`src/rtl/refsup_pkg.sv`:
```
package refsup_pkg;
  typedef enum logic [1:0] {
    ST_WAIT = 2'd0,  // unlocked, waiting for reference activity
    ST_ACQ  = 2'd1,  // counting the lock time
    ST_LOCK = 2'd2
  } lock_state_e;
endpackage

```
`src/rtl/refsup_edge_sync.sv`:
```
module refsup_edge_sync #(
  parameter int STAGES = 2
) (
  input  logic clk_i,
  input  logic rst_ni,
  input  logic async_i,
  output logic rise_o
);
  logic [STAGES:0] sh_q;

  always_ff @(posedge clk_i or negedge rst_ni) begin
    if (!rst_ni) sh_q <= '0;
    else         sh_q <= {sh_q[STAGES-1:0], async_i};
  end

  // sh_q[STAGES-1] is the synchronized level, sh_q[STAGES] its delayed copy
  assign rise_o = sh_q[STAGES-1] & ~sh_q[STAGES];
endmodule

```
`src/rtl/refsup_period_meter.sv`:
```
module refsup_period_meter #(
  parameter int TMO_W    = 23,
  parameter int TOL      = 2,
  parameter int SKIP_MIN = 1024
) (
  input  logic clk_i,
  input  logic rst_ni,
  input  logic rise_i,
  input  logic skip_en_i,
  output logic tmo_o,
  output logic bad_o
);
  localparam int PW = TMO_W + 1;
  localparam logic [PW:0]   TOL_V  = (PW+1)'(TOL);
  localparam logic [PW-1:0] SKIP_V = PW'(SKIP_MIN);

  logic [TMO_W-1:0] gap_q;
  logic [PW-1:0]    per_q, new_per;
  logic             per_vld_q;
  logic             too_short, too_long, skip_ok;

  assign new_per   = {1'b0, gap_q} + PW'(1);
  assign too_short = per_vld_q && (({1'b0, new_per} + TOL_V) < {1'b0, per_q});
  assign too_long  = per_vld_q && ({1'b0, new_per} > ({1'b0, per_q} + TOL_V));
  assign skip_ok   = too_long && skip_en_i && (new_per >= SKIP_V);
  assign bad_o     = too_short || (too_long && !skip_ok);
  assign tmo_o     = &gap_q;

  always_ff @(posedge clk_i or negedge rst_ni) begin
    if (!rst_ni) begin
      gap_q     <= '0;
      per_q     <= '0;
      per_vld_q <= 1'b0;
    end else if (rise_i) begin
      gap_q <= '0;
      if (!skip_ok) begin
        per_q     <= new_per;
        per_vld_q <= !tmo_o;
      end
    end else if (tmo_o) begin
      per_vld_q <= 1'b0;
    end else begin
      gap_q <= gap_q + TMO_W'(1);
    end
  end
endmodule

```
`src/rtl/refsup_lock_ctrl.sv`:
```
module refsup_lock_ctrl
  import refsup_pkg::*;
#(
  parameter int LOCK_CYC = 65536
) (
  input  logic clk_i,
  input  logic rst_ni,
  input  logic rise_i,
  input  logic tmo_i,
  input  logic bad_i,
  output logic locked_o
);
  localparam int CW = (LOCK_CYC > 1) ? $clog2(LOCK_CYC) : 1;
  localparam logic [CW-1:0] CNT_END = CW'(LOCK_CYC - 1);

  lock_state_e      st_q;
  logic [CW-1:0]    cnt_q;

  always_ff @(posedge clk_i or negedge rst_ni) begin
    if (!rst_ni) begin
      st_q  <= ST_WAIT;
      cnt_q <= '0;
    end else begin
      unique case (st_q)
        ST_WAIT: if (rise_i) begin
          st_q  <= ST_ACQ;
          cnt_q <= '0;
        end
        ST_ACQ: begin
          if (tmo_i)                 st_q <= ST_WAIT;
          else if (cnt_q == CNT_END) st_q <= ST_LOCK;
          else                       cnt_q <= cnt_q + CW'(1);
        end
        ST_LOCK: if (tmo_i || (rise_i && bad_i)) st_q <= ST_WAIT;
        default: st_q <= ST_WAIT;
      endcase
    end
  end

  assign locked_o = (st_q == ST_LOCK);
endmodule

```
`src/rtl/refclk_supervisor.sv`:
```
module refclk_supervisor #(
  parameter int TMO_W    = 23,
  parameter int LOCK_CYC = 65536,
  parameter int TOL      = 2,
  parameter int SKIP_MIN = 1024
) (
  input  logic clk_i,
  input  logic rst_ni,
  input  logic ref_clk_i,
  input  logic unl_pass_i,
  input  logic skip_en_i,
  output logic unlock_o,
  output logic out_en_o
);
  logic rise, tmo, bad, locked;

  refsup_edge_sync #(.STAGES(2)) i_sync (
    .clk_i, .rst_ni, .async_i(ref_clk_i), .rise_o(rise)
  );

  refsup_period_meter #(.TMO_W(TMO_W), .TOL(TOL), .SKIP_MIN(SKIP_MIN)) i_meter (
    .clk_i, .rst_ni, .rise_i(rise), .skip_en_i, .tmo_o(tmo), .bad_o(bad)
  );

  refsup_lock_ctrl #(.LOCK_CYC(LOCK_CYC)) i_lock (
    .clk_i, .rst_ni, .rise_i(rise), .tmo_i(tmo), .bad_i(bad), .locked_o(locked)
  );

  assign unlock_o = !locked;
  assign out_en_o = locked | unl_pass_i;
endmodule

```
`config.mk`:
```
export PLATFORM = sky130hd
export DESIGN_NAME = refclk_supervisor
export DESIGN_NICKNAME = d
export VERILOG_FILES = /design/src/rtl/refsup_pkg.sv /design/src/rtl/refsup_edge_sync.sv /design/src/rtl/refsup_period_meter.sv /design/src/rtl/refsup_lock_ctrl.sv /design/src/rtl/refclk_supervisor.sv
export SDC_FILE = /design/constraint.sdc
export NUM_CORES = 1
export LEC_CHECK = 0
export BUFFER_PORTS_ARGS = -buffer_cell sky130_fd_sc_hd__buf_2
export CORE_MARGIN = 2
export CORE_UTILIZATION = 45
export CTS_CLUSTER_DIAMETER = 50
export DETAILED_ROUTE_END_ITERATION = 8
export PLACE_DENSITY_LB_ADDON = 0.3
export SLEW_MARGIN = 30
export SYNTH_ARGS = -nofsm -noshare
export SYNTH_HDL_FRONTEND = slang
export SYNTH_HIERARCHICAL = 1
export SYNTH_SLANG_ARGS = --single-unit
```
`constraint.sdc`:
```
create_clock -name clk_i -period 5.6 [get_ports clk_i]
set_clock_uncertainty 0.05 [all_clocks]
set_input_delay 0.56 -clock clk_i [delete_from_list [all_inputs] [get_ports clk_i]]
set_output_delay 0.56 -clock clk_i [all_outputs]
set_load 0.005 [all_outputs]
```
==> Flow_metrics.wiki, run 1 <==
{| class="wikitable"
! Metric !! Value
|-
| Via count of the first global-routing pass || 4,687
|-
| Area added between synthesis and finish || 8.80%
|-
| Post-detailed-route count of antenna-violating nets || 0
|-
| Fraction of registers with async set/reset || between 90% and 100%
|-
| Via density per instance || between 6 and 7
|-
| Max-slew headroom at the worst pin || 47.6%
|-
| Ports placed on the boundary || 7
|-
| DRT Wirelength || approximately 14,000 um
|-
| Number of buffers added by the clock tree synthesis step || 9
|-
| Largest fanout of any net on the critical path || 9
|-
| Leakage || 2.65 nW
|-
| Routed wl met2 || 6090 um
|-
| Final core occ || around half
|-
| Final worst setup slack || about 1.1 ns
|-
| Sum of net half-perimeters after detailed placement || just over 10,000 um
|-
| Die Wd || 115 um
|-
| Share of post-route cells with drive strength above 1 || 7.51%
|-
| Overflow left after global routing || 0
|-
| Min cycle time layout || 4.51 ns
|-
| Worst-Margin Slew || 0.780 ns
|-
| Synth area leader || sky130_fd_sc_hd__dfrtp_1
|-
| Count of distinct cell types in the synthesized netlist || 64
|-
| Clock latency at the later pin of the worst-skew pair || 0.35 ns
|-
| Height of the die || ~120 um
|-
| Total non-filler cell area in the finished layout || 0.00603 mm^2
|-
| Resized Gates After CTS || 0
|-
| DIE AREA || between 0.01 and 0.015 mm^2
|-
| Ranking of synthesized cells by area || sky130_fd_sc_hd__dfrtp_1, sky130_fd_sc_hd__ha_1, sky130_fd_sc_hd__xnor2_1
|-
| Clock root buffer || sky130_fd_sc_hd__clkbuf_16
|-
| Filler Cells Inserted || 1,090
|-
| Highest signal layer in the routed design || met4
|-
| Setup TNS || 0 ns
|-
| Hold violation count in the final report || 0
|-
| Startpoint Class || register
|-
| Max Clk Rate || 222 MHz
|-
| Endpoint type of the worst setup path || register
|-
| Residual DRC count || 0
|-
| TritonCTS clock tree || built
|-
| Post-Synthesis Cells || 631
|-
| Number of enable-type register cells in the synthesized netlist || 0
|-
| Largest voltage drop on the vdd net || 0.176 mV
|-
| Starting utilization of the core area || about 46%
|-
| Buffer count from post-CTS setup fixing || 0
|-
| # diodes || 0
|-
| GRT Total Usage || between 20% and 30%
|-
| Detailed router's first-iteration violation count || 398
|-
| Share of Yosys cell area claimed by the top area cell type || 31.1%
|-
| Length of routed met3 wiring || 669 um
|-
| Worst hold path type || primary input to async pin
|-
| Detail-routed net length per standard cell || 17.3 um
|-
| Endpoints failing setup || 0
|-
| Wl on met1 || 6480 um
|-
| First-pass DRT Iterations || 5
|-
| Core box area || about 0.012 mm^2
|-
| Syn Area/Cell || 8.79 um^2
|-
| Antenna violations before repair || 0
|-
| Number of input and output port buffers inserted || 6
|-
| Type of the worst setup path || register to register
|-
| Flops & latches, synth || 69
|-
| Final #Nets || 690
|-
| Placed standard-cell area || between 0.005 and 0.006 mm^2
|-
| Total of max-cap violations || 0
|-
| Fraction of the yosys area taken by sequential cells || 31.1%
|-
| Result of the run || complete, no violations
|-
| Buffer levels on the longest clock path || 2
|-
| Netlist area before placement || roughly 0.0055 mm^2
|-
| Synthesis warning total || 6
|-
| Clock sink count || 69
|-
| Power density over the cells || 305 mW/mm^2
|-
| Clock-pin slew of the registers on the worst-case setup and hold paths || 0.06 ns
|-
| Placement Rows || 40
|-
| Number of pins with negative max-slew slack in the final report || 0
|-
| DR vias || 4,741
|-
| Hold bufs inserted after CTS || 0
|-
| Maximum level of the CTS H-tree || 3
|-
| First-pass GRT wire length || approximately 23,000 um
|-
| Main flop type after synthesis || sky130_fd_sc_hd__dfrtp_1
|-
| GP Congestion || 0.909
|-
| Post-synthesis net count || 687
|-
| Setup repair after global routing missed its margin || false
|-
| Final worst-path cycle share || about four fifths
|-
| Maximum number of pins on one net before global-route repair || 70
|-
| CP Data Required Time || ~5.8 ns
|-
| CP Data Arrival Time || approximately 4.7 ns
|-
| Place WS || 1.09 ns
|}
[cells by family (layout without fill, tap and decap cells)]
group | count (synthesis) | after routing | synth area share [%]
and+or+nand+nor | 221 | 221 | 22.0
adders and majority gates | 51 | 51 | 11.5
DFF | 69 | 69 | 31.1
AOI/OAI and AO/OA | 129 | 129 | 16.4
muxes | 17 | 17 | 3.09
buffers and inverters | 83 | 91 | 6.25
xor gates and xnor gates | 61 | 61 | 9.63
[power by group]
group	internal [W]	switching, W	leakage [nW]
sequential	0.000547	0.0000781	0.926
clock	0.000403	0.000233	0.152
combinational	0.000231	0.000350	1.57
[cell type report]
class | count | area, um^2 | share of cell area, %
multi-input cells | 479 | 3480 | 57.6
flip-flops and latches | 69 | 1730 | 28.6
well taps | 147 | 184 | 3.05
inverters | 62 | 233 | 3.86
repair buffers | 13 | 88.8 | 1.47
clock inverters | 5 | 83.8 | 1.39
clock buffers | 11 | 243 | 4.02
[metrics by stage]
step / hold WS (ns) / std cells / total power, W
finish: 0.172 / 786 / 0.00184
global route: 0.234 / 786 / 0.00195
CTS: 0.250 / 786 / 0.00184
detailed placement: 0.289 / 770 / 0.00120
global placement: 0.283 / 770 / 0.00118
floorplan: 0.214 / 631 / 0.00105
[layer usage]
layer	up-vias	GRT usage, %
met2	130	34.3
li1	2298	-
met3	26	4.74
met4	0	9.00
met5	-	0
met1	2287	30.0
[worst max-delay path, cell delays in order (launching register included)]
cell and delay (ns):
sky130_fd_sc_hd__dfrtp_1 0.52, sky130_fd_sc_hd__ha_1 0.25, sky130_fd_sc_hd__and2_1 0.33, sky130_fd_sc_hd__nand2_1 0.08
sky130_fd_sc_hd__a21boi_0 0.34, sky130_fd_sc_hd__o2111ai_1 0.25, sky130_fd_sc_hd__or4_1 0.57, sky130_fd_sc_hd__nor3_1 0.41
sky130_fd_sc_hd__xnor2_1 0.17, sky130_fd_sc_hd__ha_1 0.27, sky130_fd_sc_hd__a21oi_1 0.13, sky130_fd_sc_hd__nor2b_1 0.05
sky130_fd_sc_hd__o21ai_0 0.16, sky130_fd_sc_hd__nand2_1 0.09, sky130_fd_sc_hd__nor4_1 0.22, sky130_fd_sc_hd__a21oi_1 0.12
sky130_fd_sc_hd__o2bb2ai_1 0.16, sky130_fd_sc_hd__nand2_1 0.07, sky130_fd_sc_hd__nand2_1 0.09, sky130_fd_sc_hd__a21oi_1 0.06
[cells in the final DEF, fill, tap and decap left out, drive strengths merged, types with 6 or more instances in the layout]
| cell | count |
|---|---|
| a211oi | 6 |
| a21o | 9 |
| a21oi | 40 |
| a31oi | 17 |
| buf | 13 |
| clkbuf | 11 |
| dfrtp | 69 |
| ha | 51 |
| inv | 61 |
| mux2i | 16 |
| nand2 | 45 |
| nand2b | 7 |
| nand3 | 33 |
| nand4 | 29 |
| nor2 | 36 |
| nor3 | 18 |
| nor4 | 15 |
| o21ai | 12 |
| o2bb2ai | 9 |
| o31ai | 6 |
| or4 | 8 |
| xnor2 | 55 |
| xor2 | 6 |
[synthesized netlist by cell type (3+ instances only)]
library cell,number
sky130_fd_sc_hd__a211oi_1,6
sky130_fd_sc_hd__a21boi_0,3
sky130_fd_sc_hd__a21o_1,9
sky130_fd_sc_hd__a21oi_1,40
sky130_fd_sc_hd__a31oi_1,16
sky130_fd_sc_hd__a41oi_1,4
sky130_fd_sc_hd__and3_1,5
sky130_fd_sc_hd__and4_1,5
sky130_fd_sc_hd__buf_2,6
sky130_fd_sc_hd__buf_6,3
sky130_fd_sc_hd__clkbuf_1,10
sky130_fd_sc_hd__dfrtp_1,69
sky130_fd_sc_hd__ha_1,51
sky130_fd_sc_hd__inv_1,59
sky130_fd_sc_hd__mux2i_1,16
sky130_fd_sc_hd__nand2_1,45
sky130_fd_sc_hd__nand2b_1,7
sky130_fd_sc_hd__nand3_1,33
sky130_fd_sc_hd__nand4_1,26
sky130_fd_sc_hd__nor2_1,35
sky130_fd_sc_hd__nor2b_1,3
sky130_fd_sc_hd__nor3_1,17
sky130_fd_sc_hd__nor3b_1,4
sky130_fd_sc_hd__nor4_1,15
sky130_fd_sc_hd__o211ai_1,4
sky130_fd_sc_hd__o21a_1,5
sky130_fd_sc_hd__o21ai_0,9
sky130_fd_sc_hd__o2bb2ai_1,9
sky130_fd_sc_hd__o31ai_4,3
sky130_fd_sc_hd__or3_1,5
sky130_fd_sc_hd__or4_1,5
sky130_fd_sc_hd__or4_4,3
sky130_fd_sc_hd__xnor2_1,55
sky130_fd_sc_hd__xor2_1,6
[state kept, by name, summed over array words and instances, names as in the netlist]
register / cells
i_lock/st_q: 2
i_meter/per_vld_q: 1
i_lock/cnt_q: 16
i_meter/gap_q: 23
i_meter/per_q: 24
i_sync/sh_q: 3
[worst paths after layout]
check | start | to | slack (ns) | cells after the start
worst max-delay path | i_meter/gap_q[0] | i_lock/st_q[1] | 1.09 | 19
worst min-delay path | rst_ni | i_meter/gap_q[1] | 0.17 | 1
worst max register to register | i_meter/gap_q[0] | i_lock/st_q[1] | 1.09 | 19
worst min register to register | i_sync/sh_q[0] | i_sync/sh_q[1] | 0.30 | 0
max in group asynchronous | rst_ni | i_meter/per_q[22] | 4.89 | 1
min in group clk_i | ref_clk_i | i_sync/sh_q[0] | 0.26 | 1
No activity file was read; power rests on OpenSTA's default activity.
==> run 2: changes to the inputs <==
--- a/config.mk
+++ b/config.mk
@@ -5,6 +5,7 @@
 export SDC_FILE = /design/constraint.sdc
 export NUM_CORES = 1
 export LEC_CHECK = 0
+export ABC_AREA = 1
 export BUFFER_PORTS_ARGS = -buffer_cell sky130_fd_sc_hd__buf_2
 export CORE_MARGIN = 2
 export CORE_UTILIZATION = 45
==> constraint.sdc (replaced) <==
create_clock -name clk_i -period 4.4 [get_ports clk_i]
set_clock_uncertainty 0.05 [all_clocks]
set_input_delay 0.44 -clock clk_i [delete_from_list [all_inputs] [get_ports clk_i]]
set_output_delay 0.44 -clock clk_i [all_outputs]
set_load 0.005 [all_outputs]
==> run 2 against run 1 <==
Die area rose by 6.4%. Via count grew 18%. Fmax is 11% higher. Wire length up 11%. Critical endpoint unchanged. Largest cell class unchanged. Highest routed layer unchanged.
==> Flow_metrics.wiki, run 2 <==
{| class="wikitable"
! Metric !! Value
|-
| CP Data Required Time || 4.58 ns (-1.20 ns)
|-
| Clock latency at the later pin of the worst-skew pair || 0.35 ns (about the same)
|-
| Clock-pin slew of the registers on the worst-case setup and hold paths || 0.06 ns (about the same)
|-
| Hold violation count in the final report || 0 (unchanged)
|-
| Worst hold path type || primary input to async pin
|-
| Max-slew headroom at the worst pin || 54.2% (+6.6 points)
|-
| DRT Wirelength || 15,100 um (+11%)
|-
| Ranking of synthesized cells by instance count || sky130_fd_sc_hd__nand2_1, sky130_fd_sc_hd__inv_1, sky130_fd_sc_hd__nand3_1
|-
| Worst slack on hold paths || 0.0431 ns (-0.129 ns)
|-
| Placed insts || 1,041 (+35%)
|-
| Number of input and output port buffers inserted || 6 (unchanged)
|-
| Result of the run || complete, no violations
|-
| Buffer levels on the longest clock path || 2 (unchanged)
|-
| Synth area leader || sky130_fd_sc_hd__dfrtp_1
|-
| Flops & latches, synth || 69 (unchanged)
|-
| Max Clk Rate || 246 MHz (+11%)
|-
| Synthesis warning total || 6 (unchanged)
|-
| GP Congestion || 0.936 (+2.9%)
|-
| Maximum level of the CTS H-tree || 3 (unchanged)
|-
| Post-detailed-route count of antenna-violating nets || 0 (unchanged)
|-
| Largest register FFs || 24 (unchanged)
|-
| Antenna violations before repair || 0 (unchanged)
|-
| Buffers plus inverters on the worst setup path || 1 (+1)
|-
| Area added between synthesis and finish || 11.8%
|-
| Min cycle time layout || 4.07 ns (-0.443 ns)
|-
| Placement Rows || 41 (+2.5%)
|-
| Number of buffers added by the clock tree synthesis step || 9 (unchanged)
|-
| Post-Synthesis Cells || 868 (+38%)
|-
| Type of the worst setup path || register to register
|-
| Endpoints failing setup || 0 (unchanged)
|-
| Final worst-path cycle share || 92.5% (+12 points)
|-
| Ranking of synthesized cells by area || sky130_fd_sc_hd__dfrtp_1, sky130_fd_sc_hd__nand2_1, sky130_fd_sc_hd__ha_1
|-
| Core box area || 0.0127 mm^2 (+5.9%)
|-
| Share of Yosys cell area claimed by the top area cell type || 29.2% (-1.9 points)
|-
| Worst-Margin Slew || 0.685 ns (-0.0946 ns)
|-
| Detail-routed net length per standard cell || 14.1 um (-18%)
|-
| Largest fanout of any net on the critical path || 5 (-4)
|-
| CP Data Arrival Time || 4.26 ns (-0.43 ns)
|-
| Overflow left after global routing || 0 (unchanged)
|-
| Largest voltage drop on the vdd net || 0.353 mV (+100%)
|-
| Fraction of the yosys area taken by sequential cells || 29.2% (-1.9 points)
|-
| Count of distinct cell types in the synthesized netlist || 38 (-41%)
|-
| Placed standard-cell area || 0.00616 mm^2 (+8.0%)
|-
| Post-synthesis net count || 924 (+34%)
|-
| Cell at the slowest stage of the critical path || sky130_fd_sc_hd__dfrtp_2
|-
| DIE AREA || 0.0141 mm^2 (+6.4%)
|-
| Number of enable-type register cells in the synthesized netlist || 0 (unchanged)
|-
| Hold bufs inserted after CTS || 0 (unchanged)
|-
| Endpoint type of the worst setup path || register
|-
| Commonest non-fill, non-tap cell in the layout || sky130_fd_sc_hd__nand2_1
|-
| Via count of the first global-routing pass || 5,317 (+13%)
|-
| Residual DRC count || 0 (unchanged)
|-
| Total non-filler cell area in the finished layout || 0.00661 mm^2 (+9.6%)
|-
| Clock sink count || 69 (unchanged)
|-
| Die Wd || 119 um (+3.2%)
|-
| Top delay family on crit path || simple AND/OR/NAND/NOR gates
|-
| First-pass DRT Iterations || 5 (unchanged)
|-
| Height of the die || 119 um (+3.2%)
|-
| Highest-count cells in the layout ignoring fill and taps || sky130_fd_sc_hd__nand2_1, sky130_fd_sc_hd__inv_1, sky130_fd_sc_hd__nand3_1
|-
| Largest reg by FF count || i_meter/per_q
|-
| Syn Area/Cell || 6.81 um^2 (-22%)
|-
| Ports placed on the boundary || 7 (unchanged)
|-
| # diodes || 0 (unchanged)
|-
| GRT Total Usage || 22.8% (+0.71 points)
|-
| Detailed router's first-iteration violation count || 291 (-27%)
|-
| Sum of net half-perimeters after detailed placement || 11,400 um (+12%)
|-
| Critical path's largest stage delay || 0.41 ns (-0.16 ns)
|-
| Maximum number of pins on one net before global-route repair || 70 (unchanged)
|-
| TritonCTS clock tree || built
|-
| Post-route insts no fill || 1,067 (+36%)
|-
| Fraction of registers with async set/reset || 100% (unchanged)
|-
| Largest registers in the final layout || i_meter/per_q (24), i_meter/gap_q (23), i_lock/cnt_q (16)
|-
| Final Total Pwr || 0.00227 W (+23%)
|-
| Clock root buffer || sky130_fd_sc_hd__clkbuf_16
|-
| Setup TNS || 0 ns (unchanged)
|-
| Number of pins with negative max-slew slack in the final report || 0 (unchanged)
|-
| Leakage || 3.31 nW (+25%)
|-
| Total of max-cap violations || 0 (unchanged)
|-
| Via density per instance || 5.22 (-13%)
|-
| Cell with the most instances on the worst path || sky130_fd_sc_hd__nand3_1
|-
| Power density over the cells || 343 mW/mm^2 (+12%)
|-
| Final #Nets || 946 (+37%)
|-
| Dominant cell by count in the synthesized netlist || sky130_fd_sc_hd__nand2_1
|-
| First-pass GRT wire length || 25,700 um (+12%)
|-
| DR vias || 5,574 (+18%)
|-
| Starting utilization of the core area || 46.5% (+0.31 points)
|-
| Share of post-route cells with drive strength above 1 || 11.1% (+3.5 points)
|-
| Main flop type after synthesis || sky130_fd_sc_hd__dfrtp_1
|-
| Startpoint Class || register
|-
| Netlist area before placement || 0.00591 mm^2 (+6.6%)
|}
==> run 2: cell types whose count changed in the layout (fill, tap and decap cells not counted), sizes merged, moves of 20 or more <==
cell   previous run  this run
nor2             36        96
o21ai            12        32
nand3            33        93
inv              61       119
nand2            45       249
xor2              6        35
xnor2            55         3
==> run 2: area by class of cell <==
type	instances	area, um^2
multi-input combinational	667	3720
sequential	69	1730
inverter	118	443
clock inverter	6	71.3
tap	172	215
timing repair buffer	25	191
clock buffer	10	239
fill	1340	6110
==> run 2: routing by layer <==
| layer | vias to the layer above | part of all wire (%) | GRT usage, % |
|---|---|---|---|
| met4 | 0 | 1.5 | 8.26 |
| met2 | 105 | 44 | 35.1 |
| li1 | 2863 | - | - |
| met3 | 16 | 4.6 | 3.28 |
| met1 | 2590 | 49 | 32.5 |
| met5 | - | 0 | 0 |
==> run 2: worst paths after layout <==
kind | startpoint | to | slack [ns] | depth (start not counted)
min in group clk_i | ref_clk_i | i_sync/sh_q[0] | 0.14 | 1
setup reg to reg | i_meter/gap_q[1] | i_lock/st_q[1] | 0.33 | 25
max in group asynchronous | rst_ni | i_meter/gap_q[0] | 3.80 | 1
setup / recovery | i_meter/gap_q[1] | i_lock/st_q[1] | 0.33 | 25
hold reg to reg | i_sync/sh_q[0] | i_sync/sh_q[1] | 0.31 | 0
hold / removal | rst_ni | i_meter/gap_q[7] | 0.04 | 1
==> run 2: what timing repair did <==
| item | in CTS | in global routing |
|---|---|---|
| setup buffers | 0 | 10 |
| cloned | 0 | 0 |
| setup endpoints to repair | 1 | 1 |
| gates resized for setup | 2 | 15 |
| pin swaps | 0 | 9 |
==> run 2: where the power goes <==
part | total [W] | leakage (nW) | internal, W | switching (W)
clock | 0.000758 | 0.145 | 0.000458 | 0.000300
combinational | 0.000760 | 2.23 | 0.000280 | 0.000480
sequential | 0.000749 | 0.931 | 0.000692 | 0.0000568
total | 0.00227 | 3.31 | 0.00143 | 0.000837
==> run 2: logic make-up (layout without fill, tap and decap cells) <==
group                      count (synthesis)  after routing  share of synthesized area [%]
and+or+nand+nor                          500            500                           38.3
xor gates and xnor gates                  38             38                           5.75
adders and majority gates                 51             51                           10.8
buffers and inverters                    132            159                           8.97
DFF                                       69             69                           29.2
AOI/OAI and AO/OA                         78             78                           7.00
==> run 2: through the flow <==
stage	utilization, %	setup slack (ns)
after detailed placement	48.4	-0.142
after CTS	51.0	0.0507
after floorplan	-	0.746
after global placement	48.4	-0.0760
final	52.0	0.329
after global routing	52.0	-0.0246
==> run 3: changes to the inputs <==
--- a/config.mk
+++ b/config.mk
@@ -11,6 +11,7 @@
 export CORE_UTILIZATION = 45
 export CTS_CLUSTER_DIAMETER = 50
 export DETAILED_ROUTE_END_ITERATION = 8
+export GPL_TIMING_DRIVEN = 0
 export PLACE_DENSITY_LB_ADDON = 0.3
 export SLEW_MARGIN = 30
 export SYNTH_ARGS = -nofsm -noshare
==> run 3 against run 2 <==
Sequential power grew 0.7%. Clock power shrank 1%. Die area is the same. Worst hold slack lost 0.040 ns. Critical path type unchanged.
==> Flow_metrics.wiki, run 3 (synthesis gave the netlist of run 2 again) <==
{| class="wikitable"
! Metric !! Value
|-
| Maximum number of pins on one net before global-route repair || 37 (-47%)
|-
| CP Data Arrival Time || 4.24 ns (-0.02 ns)
|-
| Cell at the slowest stage of the critical path || sky130_fd_sc_hd__dfrtp_2
|-
| Buffer levels on the longest clock path || 2 (unchanged)
|-
| Area added between synthesis and finish || 12.1%
|-
| Antenna violations before repair || 0 (unchanged)
|-
| Cell with the most instances on the worst path || sky130_fd_sc_hd__nand2_1
|-
| Largest fanout of any net on the critical path || 5 (unchanged)
|-
| Sum of net half-perimeters after detailed placement || 11,900 um (+4.5%)
|-
| Endpoints failing setup || 0 (unchanged)
|-
| Detail-routed net length per standard cell || 14.5 um (+2.8%)
|-
| Core box area || 0.0127 mm^2 (unchanged)
|-
| Clock-pin slew of the registers on the worst-case setup and hold paths || 0.05 ns (about the same)
|-
| Power density over the cells || 341 mW/mm^2 (-0.39%)
|-
| Largest voltage drop on the vdd net || 0.264 mV (-25%)
|-
| Starting utilization of the core area || 46.5% (unchanged)
|-
| Startpoint Class || register
|-
| Maximum level of the CTS H-tree || 3 (unchanged)
|-
| Worst hold path type || primary input to async pin
|-
| CP Data Required Time || 4.61 ns (+0.03 ns)
|-
| Hold violation count in the final report || 0 (unchanged)
|-
| Met3 global-route usage || 4.44% (+1.2 points)
|-
| Number of buffers added by the clock tree synthesis step || 9 (unchanged)
|-
| Filler Cells Inserted || 1,323 (-1.3%)
|-
| Final #Nets || 948 (+0.21%)
|-
| Setup TNS || 0 ns (unchanged)
|-
| Via density per instance || 5.24 (+0.35%)
|-
| DRT Wirelength || 15,500 um (+2.9%)
|-
| Highest-count cells in the layout ignoring fill and taps || sky130_fd_sc_hd__nand2_1, sky130_fd_sc_hd__inv_1, sky130_fd_sc_hd__nand3_1
|-
| Met1 track demand over resource in global routing || 32.3% (-0.19 points)
|-
| Total of max-cap violations || 0 (unchanged)
|-
| Worst-Margin Slew || 0.590 ns (-0.0952 ns)
|-
| Critical path's largest stage delay || 0.44 ns (+0.03 ns)
|-
| Hold bufs inserted after CTS || 0 (unchanged)
|-
| Type of the worst setup path || register to register
|-
| Detailed router's first-iteration violation count || 377 (+30%)
|-
| First-pass GRT wire length || 26,100 um (+1.4%)
|-
| Residual DRC count || 0 (unchanged)
|-
| Ports placed on the boundary || 7 (unchanged)
|-
| Height of the die || 119 um (unchanged)
|-
| First-pass DRT Iterations || 5 (unchanged)
|-
| Clock root buffer || sky130_fd_sc_hd__clkbuf_16
|-
| Max Clk Rate || 248 MHz (+0.84%)
|-
| TritonCTS clock tree || built
|-
| Largest reg by FF count || i_meter/per_q
|-
| DR vias || 5,599 (+0.45%)
|-
| GRT Total Usage || 23.3% (+0.46 points)
|-
| Max-slew headroom at the worst pin || 60.7% (+6.5 points)
|-
| Peak-usage layer in the global routing report || met2
|-
| Final core occ || 52.1% (+0.15 points)
|-
| Number of pins with negative max-slew slack in the final report || 0 (unchanged)
|-
| Endpoint type of the worst setup path || register
|-
| Global Route met2 Usage || 36.3% (+1.2 points)
|-
| Register-to-register setup slack || 0.36 ns (+0.03 ns)
|-
| Clock latency at the later pin of the worst-skew pair || 0.34 ns (about the same)
|-
| Number of input and output port buffers inserted || 6 (unchanged)
|-
| Largest registers in the final layout || i_meter/per_q (24), i_meter/gap_q (23), i_lock/cnt_q (16)
|-
| Final Total Pwr || 0.00226 W (-0.11%)
|-
| Final worst-path cycle share || 91.7% (-0.77 points)
|-
| Largest register FFs || 24 (unchanged)
|-
| Overflow left after global routing || 0 (unchanged)
|-
| Cells on worst reg2reg path || 27 (+8.0%)
|-
| Min cycle time layout || 4.04 ns (-0.0340 ns)
|-
| Via count of the first global-routing pass || 5,322 (+0.094%)
|-
| # diodes || 0 (unchanged)
|-
| Clock sink count || 69 (unchanged)
|-
| GP Congestion || 0.957 (+2.3%)
|-
| DIE AREA || 0.0141 mm^2 (unchanged)
|-
| Leakage || 3.30 nW (-0.30%)
|-
| Commonest non-fill, non-tap cell in the layout || sky130_fd_sc_hd__nand2_1
|-
| Die Wd || 119 um (unchanged)
|-
| Result of the run || complete, no violations
|-
| Share of post-route cells with drive strength above 1 || 10.8% (-0.24 points)
|-
| Placement Rows || 41 (unchanged)
|-
| Post-detailed-route count of antenna-violating nets || 0 (unchanged)
|}
==> run 3: cell types whose count changed in the layout (fill, tap and decap cells not counted), sizes merged <==
cell      delta
buf          -5
clkbuf       +8
clkinvlp     -1
inv          -1
==> run 3: timing repair <==
action,4_1_cts,5_1_grt
endpoints found under the setup margin,1,1
setup buffers,0,6
gates resized for setup,7,19
pin swaps,0,4
endpoints found under the hold margin,0,0
==> run 3: worst paths after layout <==
path | startpoint | endpoint
setup / recovery | i_meter/gap_q[0] | i_lock/st_q[1]
hold / removal | rst_ni | i_meter/gap_q[2]
setup reg to reg | i_meter/gap_q[0] | i_lock/st_q[1]
hold reg to reg | i_sync/sh_q[0] | i_sync/sh_q[1]
max in group asynchronous | rst_ni | i_meter/per_q[11]
min in group clk_i | ref_clk_i | i_sync/sh_q[0]
==> run 3: area by class of cell <==
cell class	count	area [um^2]	share of cell area, %
clock buffer	11	253	3.81
buffer	14	87.6	1.32
clock inverter	4	47.5	0.717
timing repair buffer	13	97.6	1.47
multi-input combinational	667	3760	56.7
tap	172	215	3.24
inverter	118	443	6.68
sequential	69	1730	26.1
==> run 3: power breakdown <==
group,internal (W),leakage (nW),switching [W]
Clock,0.000464,0.147,0.000283
Sequential,0.000692,0.931,0.0000612
Combinational,0.000278,2.22,0.000486
Total,0.00143,3.30,0.000830
==> run 3: metal layers <==
layer	wire (um)	up-vias
met5	0	-
met4	288	0
met3	705	25
met2	6910	131
met1	7630	2580
li1	-	2863
==> run 3: through the flow <==
stage               instance area, um^2  std cells  hold slack, ns  setup slack, ns
finish                             6630       1068         0.00274            0.363
global route                       6630       1068          0.0461          -0.0136
CTS                                6520       1062          0.0208           0.0413
detailed placement                 6180       1047           0.290           -0.320
global placement                   6160       1046           0.290           -0.293
floorplan                          5910        868          0.0944            0.746
==> run 3: critical path: cells and delay by family, from the launching register on <==
kind | cells | cell delay (ns)
AO/OA/AOI/OAI | 4 | 0.47
XOR/XNOR | 1 | 0.15
adder cells (fa/ha/maj) | 3 | 0.66
buffers and inverters | 1 | 0.08
flip-flops | 1 | 0.44
AND/OR/NAND/NOR | 18 | 2.11
